===== src/rtl/dllg_pkg.sv =====
// Package: shared command codes, tracker states and error bit indices
// for the DLL state tracker. Assumes commands arrive already decoded.
package dllg_pkg;

    typedef enum logic [2:0] {
        CMD_NOP    = 3'd0,
        CMD_MRS    = 3'd1,
        CMD_DLLRST = 3'd2,
        CMD_SRE    = 3'd3,
        CMD_SRX    = 3'd4,
        CMD_READ   = 3'd5,
        CMD_WRITE  = 3'd6
    } dllg_cmd_e;

    typedef enum logic [2:0] {
        ST_OFF      = 3'd0,
        ST_WAITRST  = 3'd1,
        ST_LOCKING  = 3'd2,
        ST_LOCKED   = 3'd3,
        ST_SREF     = 3'd4
    } dllg_state_e;

    localparam int ERR_N        = 6;
    localparam int ERR_CKE      = 0;
    localparam int ERR_RD_EARLY = 1;
    localparam int ERR_ODT_EARLY= 2;
    localparam int ERR_WR_OFF   = 3;
    localparam int ERR_ODT_OFF  = 4;
    localparam int ERR_DYN_OFF  = 5;

    localparam logic [1:0] SEL_MR1 = 2'd1;
    localparam logic [1:0] SEL_MR2 = 2'd2;

endpackage


===== src/rtl/dllg_shadow.sv =====
// Module: dllg_shadow
// Holds shadow copies of the termination fields written by MRS commands.
// Assumes the caller gates mrs_fire off during self-refresh.
module dllg_shadow
    import dllg_pkg::*;
#(
    parameter int ADDR_W = 14
) (
    input  logic              clk,
    input  logic              rst_n,
    input  logic              mrs_fire,
    input  logic [1:0]        mrs_sel,
    input  logic [ADDR_W-1:0] mrs_addr,
    output logic [2:0]        rtt_nom,
    output logic [1:0]        rtt_wr
);
    localparam int A_NOM0 = 2;
    localparam int A_NOM1 = 6;
    localparam int A_NOM2 = 9;
    localparam int A_WR0  = 9;
    localparam int A_WR1  = 10;

    // Capture the addressed field on an MRS to MR1 or MR2.
    always_ff @(posedge clk) begin
        if (!rst_n) begin
            rtt_nom <= '0;
            rtt_wr  <= '0;
        end else if (mrs_fire) begin
            if (mrs_sel == SEL_MR1)
                rtt_nom <= {mrs_addr[A_NOM2], mrs_addr[A_NOM1], mrs_addr[A_NOM0]};
            if (mrs_sel == SEL_MR2)
                rtt_wr  <= {mrs_addr[A_WR1], mrs_addr[A_WR0]};
        end
    end

endmodule


===== src/rtl/dllg_lock.sv =====
// Module: dllg_lock
// DLL state machine with the lock-wait counter and the self-refresh flag.
// Assumes LOCK_CYC >= 2; readiness is high once LOCK_CYC-1 edges have
// passed since the DLL reset or self-refresh exit.
module dllg_lock
    import dllg_pkg::*;
#(
    parameter int LOCK_CYC = 512
) (
    input  logic        clk,
    input  logic        rst_n,
    input  dllg_cmd_e   cmd,
    input  logic        mr1_fire,
    input  logic        mr1_a0,
    output dllg_state_e state,
    output logic        in_sref,
    output logic        rd_ready,
    output logic        lock_busy,
    output logic        unlocked
);
    localparam int CNT_W = (LOCK_CYC > 2) ? $clog2(LOCK_CYC) : 1;
    localparam logic [CNT_W-1:0] LOAD = CNT_W'(LOCK_CYC - 2);

    dllg_state_e      state_n;
    logic [CNT_W-1:0] cnt, cnt_n;
    logic             sref_n;

    // Next-state: countdown by default, commands override it.
    always_comb begin
        state_n = state;
        cnt_n   = cnt;
        sref_n  = in_sref;
        if (state == ST_LOCKING) begin
            if (cnt == '0) state_n = ST_LOCKED;
            else           cnt_n   = cnt - 1'b1;
        end
        unique case (cmd)
            CMD_SRE: if (!in_sref) begin
                sref_n = 1'b1;
                if (state != ST_OFF) state_n = ST_SREF;
            end
            CMD_SRX: if (in_sref) begin
                sref_n = 1'b0;
                if (state == ST_SREF) begin
                    state_n = ST_LOCKING;
                    cnt_n   = LOAD;
                end
            end
            CMD_DLLRST: if (state == ST_WAITRST || state == ST_LOCKING ||
                            state == ST_LOCKED) begin
                state_n = ST_LOCKING;
                cnt_n   = LOAD;
            end
            CMD_MRS: if (mr1_fire) begin
                if (mr1_a0)                state_n = ST_OFF;
                else if (state == ST_OFF)  state_n = ST_WAITRST;
            end
            default: ;
        endcase
    end

    // State, counter and self-refresh registers.
    always_ff @(posedge clk) begin
        if (!rst_n) begin
            state   <= ST_OFF;
            cnt     <= '0;
            in_sref <= 1'b0;
        end else begin
            state   <= state_n;
            cnt     <= cnt_n;
            in_sref <= sref_n;
        end
    end

    // Status decode for the rule checker and the port.
    always_comb begin
        rd_ready  = (state == ST_LOCKED);
        lock_busy = (state == ST_LOCKING);
        unlocked  = (state == ST_LOCKING) || (state == ST_WAITRST);
    end

endmodule


===== src/rtl/dllg_rules.sv =====
// Module: dllg_rules
// Detects DLL rule violations each cycle and keeps one sticky bit per rule.
// Assumes its inputs are the registered tracker state of this cycle.
module dllg_rules
    import dllg_pkg::*;
(
    input  logic             clk,
    input  logic             rst_n,
    input  dllg_cmd_e        cmd,
    input  logic             odt,
    input  logic             cke,
    input  logic             clr,
    input  logic             off_mode,
    input  logic             unlocked,
    input  logic             lock_busy,
    input  logic [2:0]       rtt_nom,
    input  logic [1:0]       rtt_wr,
    output logic [ERR_N-1:0] err
);
    logic [ERR_N-1:0] ev;

    // Violation events for this cycle.
    always_comb begin
        ev                = '0;
        ev[ERR_CKE]       = lock_busy && !cke;
        ev[ERR_RD_EARLY]  = unlocked && (cmd == CMD_READ);
        ev[ERR_ODT_EARLY] = unlocked && odt;
        ev[ERR_WR_OFF]    = off_mode && (cmd == CMD_WRITE) && (|rtt_wr);
        ev[ERR_ODT_OFF]   = off_mode && odt && (|rtt_nom);
        ev[ERR_DYN_OFF]   = off_mode && (|rtt_wr);
    end

    // One sticky flag per rule; a new event outranks the clear.
    for (genvar i = 0; i < ERR_N; i++) begin : g_flag
        always_ff @(posedge clk) begin
            if (!rst_n) err[i] <= 1'b0;
            else        err[i] <= (err[i] & ~clr) | ev[i];
        end
    end

endmodule


===== src/rtl/dll_guard.sv =====
// Module: dll_guard (top)
// Tracks the device DLL from decoded commands, gates reads and ODT with
// rd_ready and flags rule violations. Assumes one command per cycle and
// that MRS writes during self-refresh are to be ignored.
module dll_guard
    import dllg_pkg::*;
#(
    parameter int ADDR_W   = 14,
    parameter int LOCK_CYC = 512
) (
    input  logic              clk,
    input  logic              rst_n,
    input  logic [2:0]        cmd_code,
    input  logic [1:0]        mrs_sel,
    input  logic [ADDR_W-1:0] mrs_addr,
    input  logic              odt,
    input  logic              cke,
    input  logic              err_clr,
    output logic              rd_ready,
    output logic              dll_off_mode,
    output logic              in_sref,
    output logic [2:0]        rtt_nom,
    output logic [1:0]        rtt_wr,
    output logic [ERR_N-1:0]  err
);
    dllg_cmd_e   cmd;
    dllg_state_e state;
    logic        mrs_fire, mr1_fire, lock_busy, unlocked;

    // Command decode and MRS gating.
    always_comb begin
        cmd          = dllg_cmd_e'(cmd_code);
        mrs_fire     = (cmd == CMD_MRS) && !in_sref;
        mr1_fire     = mrs_fire && (mrs_sel == SEL_MR1);
        dll_off_mode = (state == ST_OFF);
    end

    dllg_shadow #(.ADDR_W(ADDR_W)) u_shadow (
        .clk(clk), .rst_n(rst_n), .mrs_fire(mrs_fire), .mrs_sel(mrs_sel),
        .mrs_addr(mrs_addr), .rtt_nom(rtt_nom), .rtt_wr(rtt_wr)
    );

    dllg_lock #(.LOCK_CYC(LOCK_CYC)) u_lock (
        .clk(clk), .rst_n(rst_n), .cmd(cmd), .mr1_fire(mr1_fire),
        .mr1_a0(mrs_addr[0]), .state(state), .in_sref(in_sref),
        .rd_ready(rd_ready), .lock_busy(lock_busy), .unlocked(unlocked)
    );

    dllg_rules u_rules (
        .clk(clk), .rst_n(rst_n), .cmd(cmd), .odt(odt), .cke(cke),
        .clr(err_clr), .off_mode(dll_off_mode), .unlocked(unlocked),
        .lock_busy(lock_busy), .rtt_nom(rtt_nom), .rtt_wr(rtt_wr), .err(err)
    );

endmodule


===== config.mk =====
export PLATFORM = sky130hd
export DESIGN_NAME = dll_guard
export DESIGN_NICKNAME = d
export VERILOG_FILES = /design/src/rtl/dllg_pkg.sv /design/src/rtl/dllg_shadow.sv /design/src/rtl/dllg_lock.sv /design/src/rtl/dllg_rules.sv /design/src/rtl/dll_guard.sv
export SDC_FILE = /design/constraint.sdc
export NUM_CORES = 1
export LEC_CHECK = 0
export BUFFER_PORTS_ARGS = -buffer_cell sky130_fd_sc_hd__buf_4
export CORE_UTILIZATION = 45
export DETAILED_ROUTE_END_ITERATION = 7
export PLACE_DENSITY_LB_ADDON = 0.08
export SLEW_MARGIN = 20
export SYNTH_ARGS = -nofsm -noshare
export SYNTH_HDL_FRONTEND = slang
export SYNTH_SLANG_ARGS = --single-unit
export TNS_END_PERCENT = 20

===== constraint.sdc =====
create_clock -name clk -period 2.3 [get_ports clk]
set_clock_uncertainty 0.05 [all_clocks]
set_input_delay 0.23 -clock clk [delete_from_list [all_inputs] [get_ports clk]]
set_output_delay 0.23 -clock clk [all_outputs]
set_load 0.02 [all_outputs]

; ---- Yosys cells after proc, flatten, opt, wreduce, memory -nomap -nowiden
; Index checks and enable logic that the tools add are counted.
[op_classes]
reduce_logical = 22
addsub = 1
bitwise_logic = 13
n_eq_ne = 12
muxes = 18
[ops]
columns = operator, n
row1 = 9-bit 2-to-1 mux, 5
row2 = 3-bit 2-to-1 mux, 10
row3 = 9-bit one-hot mux with 2 select lines, 1
row4 = "3-bit by 2-bit == test with 1-bit output, second input constant", 4
row5 = "3-bit == test, second input constant", 4
row6 = 3-bit one-hot mux with 4 select lines, 1
row7 = 1-bit logical AND, 10
row8 = 9-bit zero test, 1
row9 = "9-bit by 1-bit subtractor with 9-bit output, second input constant", 1
row10 = 1-bit AND, 6
row11 = "3-bit by 1-bit == test with 1-bit output, second input constant", 2
row12 = 1-bit bitwise OR, 6
row13 = 2-bit AND reduction, 2
row14 = 3-bit zero test, 1
row15 = 3-bit nonzero test, 1
row16 = 3-bit OR reduction, 1
row17 = "2-bit by 1-bit == test with 1-bit output, second input constant", 1
row18 = "2-bit == test, second input constant", 1
row19 = 1-bit zero test, 2
row20 = 1-bit logical OR, 2
row21 = 1-bit one-hot mux with 2 select lines, 1
row22 = 2-bit nonzero test, 1
row23 = 2-bit OR reduction, 1
row24 = 1-bit NOT, 1
[word_totals]
elab_cells = 77
register_bits = 24

; ---- Longest topological paths before layout
[logic_depth]
ltp_word = 7
depth_mapped = 6
ltp_nobuf = 6

; ---- Hierarchy
; A second synthesis with hierarchy kept.
[unflattened]
hier_cells = 135
area_unflattened_um2 = 1282.5
[by_module_without_submodules]
columns = mod, area_per_inst_um2, n_inst, cells_per_inst
row1 = dllg_lock, 778.2, 1, 85
row2 = dllg_rules, 250.2, 1, 25
row3 = dllg_shadow, 216.5, 1, 22
row4 = dll_guard, 37.5, 1, 3

; ---- Worst setup path after synthesis
; OpenSTA, ideal clock, no wires.
[synth_timing]
path_type = register to register
startpoint = register u_lock.state[0]
endpoint = register u_lock.cnt[5]
t_arrival_ns = 1.569
path_stages_with_launch = 6
synth_period_minus_slack_ns = 1.755
n_path_buf = 1
setup_slack_ns = 0.545
cell_sequence = dfxtp_1 buf_6 or3b_4 or4_4 o41ai_1 a31oi_1
[synth_via]
elab_chain_cells = 5
word_cells_on_any_way = 11
[synth_lines]
columns = item, line
row1 = from (decl), dllg_lock.sv:15  ; output dllg_state_e state,
row2 = from (signal assigned), dllg_lock.sv:69  ; state <= state_n;
row3 = 3-bit by 2-bit == test with 1-bit output / 3-bit by 1-bit == test with 1-bit output (equally long branches), "dllg_lock.sv:33, dllg_lock.sv:49"
row4 = 9-bit 2-to-1 mux / 1-bit logical OR (equally long branches), "dllg_lock.sv:33, dllg_lock.sv:49"
row5 = 9-bit 2-to-1 mux / 1-bit logical OR (equally long branches), "dllg_lock.sv:44, dllg_lock.sv:49"
row6 = 9-bit 2-to-1 mux (on tied branches), "dllg_lock.sv:42, dllg_lock.sv:49"
row7 = 9-bit one-hot mux with 2 select lines (*), dllg_lock.sv:37  ; unique case (cmd)
row8 = to (signal assigned), dllg_lock.sv:70  ; cnt <= cnt_n;
row9 = to (decl), dllg_lock.sv:25  ; logic [CNT_W-1:0] cnt, cnt_n;
; Mark *: on every way between the ends. The rest lies on a longest branch, timed or not.
; A chain may end at the register's enable or synchronous reset.

; ---- Worst setup path in the final report
[layout_timing]
startpoint = register u_lock.state[1]
endpoint = register u_lock.cnt[7]
; Same word-level chain as after synthesis.

==> results_dict.tcl <==
set metrics [dict create \
    hp-start "mrs_addr[0]" \
    holdBufCountCts 0 \
    synth-compound-area-share 0.2013 \
    critPathCaptureType "flop" \
    synth_async_sr_flop_share 0 \
    cts-root-to-sink-buffers 2 \
    synth_seq_area_share 0.4089 \
    cpMaxStageDelayCell "dfxtp_1" \
    share_of_final_layout_standard_cells_stronger_than_drive_strength_1 0.2303 \
    run_status "finished, final reports clean" \
    first_global_vias 979 \
    finalSetupViolCount 0 \
    core-area_um2 2477 \
    max-vdd-ir-drop_mv 0.3357 \
    drc 0 \
    syn-mean-instance-area_um2 8.514 \
    synth_most_common_cell "dfxtp_1" \
    count_of_final_hold_check_violations 0 \
    synth_seq_cells 24 \
    syn-cell-area_um2 1175 \
    groute.usage.overall 0.2124 \
    synthAdderAreaFrac 0.01065 \
    setup_cp_type "reg2reg" \
    crit_path_cell_trace "or3b_4 > or4_4 > o41ai_1 > a31oi_1" \
    antenna_violating_nets_post_route 0 \
    wire_per_inst_um 13.94 \
    crit_required_ns 2.44 \
    slew_hr 0.6409 \
    total_neg_setup_slack_ns 0 \
    via_count 1108 \
    first_pass_detailed_route_iteration_total 4 \
    post-route-min-period_ns 1.955 \
    start_util 0.4742 \
    synth_enable_flop_cells 0 \
    n_antenna_cell 0 \
    reg_to_reg_critical_path_startpoint "u_lock.state[1]$_SDFF_PN0_" \
    placement.io_buffers 28 \
    critical_path.max_fanout 9 \
    drt_iter0_markers 32 \
    synth-main-ff-cell "dfxtp_1" \
    rsz0062_at_grt "no" \
    cp-start-kind "flop" \
    cts_tree "yes" \
    power_density_nw_per_um2 464.6 \
    die_height_um 53.10 \
    die_area_um2 2819 \
    maximum_number_of_pins_on_one_net_before_global_route_repair 23 \
    area_growth_pct 20.98 \
    totalWireLength_um 2719 \
    crit_family "simple AND/OR/NAND/NOR gates" \
    muxShareOfSynthArea 0.03514 \
    grt-ovfl-total 0 \
    critical_path_buf_inv_count 0 \
    final_nets 192 \
    worstHoldPathType "in2reg" \
    grt_first_pass_wirelength_um 4402 \
    number_of_antenna_violations_at_the_first_check_in_global_routing 0 \
    cts_sink_cnt 24 \
    final_max_slew_viol_count 0 \
    cts_resized 0 \
    postSynthCellCount 138 \
    vias_cell 5.682 \
    gp_congestion 0.8049 \
    synth.top_cells.by_count "dfxtp_1, nand2_1, a21oi_1" \
    yosysTopAreaCellShare 0.4089 \
    multi_input_comb_area_um2 621.8 \
    critPathArrivalTime_ns 2.10 \
    static-leakage-power_nw 0.5764 \
    synth-simple-area-share 0.2673 \
    synth.net_count 163 \
    clock_latency_ns 0.30 \
    synth_xor_area_frac 0.01491 \
    die_w_um 53.10 \
    dpl.hpwl_um 1960 \
    layout.core_utilization 0.5737 \
    final.period_utilization 0.8501 \
    number_of_filler_cells_placed_in_the_layout 250 \
    synth_cell_type_count 43 \
    netlist.top_cell.by_area "dfxtp_1" \
    root_buffer "clkbuf_4" \
    synth_top_family_by_area "simple AND/OR/NAND/NOR gates" \
    max_clock_freq_ghz 0.5114 \
    top_level_i_o_count 38 \
    worst-slew-pin-transition_ns 0.5312 \
    numCtsBuffers 3 \
    maxCapViolations 0 \
    synth_area_leaders "dfxtp_1, a21oi_1, nand2_1" \
    synthesis.yosys.warnings 0 \
    htree_levels 1 \
    layout.area.seq_um2 480.5 \
    cp-startpoint "u_lock.state[1]$_SDFF_PN0_" \
    clkTransAtPathRegs_ns 0.13 \
    post_cts.repair.setup_buffers 0 \
    placement_rows 18 \
    cp_max_stage_delay_ns 0.50 \
]
cell families after synthesis:
group	Yosys count
mux	4
buf+inv	15
flops	24
simple gates	56
fa+ha+maj	1
xor+xnor	2
compound gates	36
cell usage in the layout, fill, tap and decap left out, types with 2 or more instances in the layout:
cell	n
nor2_1	11
buf_4	30
nor2b_1	2
xnor2_1	2
dfxtp_1	24
inv_1	9
nor3b_1	2
nand4_1	2
nand3b_1	3
mux2i_1	3
or3_1	3
clkbuf_4	3
nand2_1	16
and3b_1	2
a21oi_1	12
o21ai_0	3
and3_1	2
nor4b_1	2
a31oi_1	6
nor3_1	3
or4_1	2
o41ai_1	3
registers in the layout, summed over array words and instances, names as in the netlist:
name              cells
u_rules.err           6
u_lock.in_sref        1
u_shadow.rtt_wr       2
u_shadow.rtt_nom      3
u_lock.state          3
u_lock.cnt            9
report_power, final:
group          internal [mW]  switching (mW)
sequential             0.419         0.00336
clock                 0.0611           0.119
combinational         0.0280          0.0299
final timing paths:
path / to / slack (ns) / cells past startpoint
setup reg to reg: u_lock.cnt[7]$_SDFF_PN0_ / 0.34 / 4
hold reg to reg: u_rules.err[3]$_SDFF_PN0_ / 0.43 / 2
setup / recovery: u_lock.cnt[7]$_SDFF_PN0_ / 0.34 / 4
hold / removal: u_lock.state[2]$_SDFF_PN0_ / 0.07 / 2
metal layers:
metal  routed length [um]  GRT usage  vias to the layer above
met5                    0          0                        -
met3                  114    0.03161                        2
met2                 1245     0.3059                       25
li1                     -          -                      562
met1                 1344     0.3165                      519
met4                   15    0.07018                        0
metrics by stage:
step | cells | worst slack, ns | power (mW) | hold WS, ns | instance area, um2
after floorplan | 138 | 0.5448 | 0.4538 | 0.2859 | 1175
after CTS | 195 | 0.3616 | 0.6664 | 0.05835 | 1421
after detailed placement | 192 | 0.3936 | 0.4892 | 0.3958 | 1399
after global routing | 195 | 0.2775 | 0.6891 | 0.06415 | 1421
final | 195 | 0.3448 | 0.6603 | 0.07398 | 1421
after global placement | 192 | 0.4092 | 0.4881 | 0.4005 | 1399
cell type report:
type                       instances  share of cell area
multi-input combinational         99              0.4375
sequential                        24              0.3380
timing repair buffer              30              0.1585
tap                               30             0.02641
inverter                           9             0.02377
clock buffer                       3             0.01585
Power figures use the tool's default switching activity.
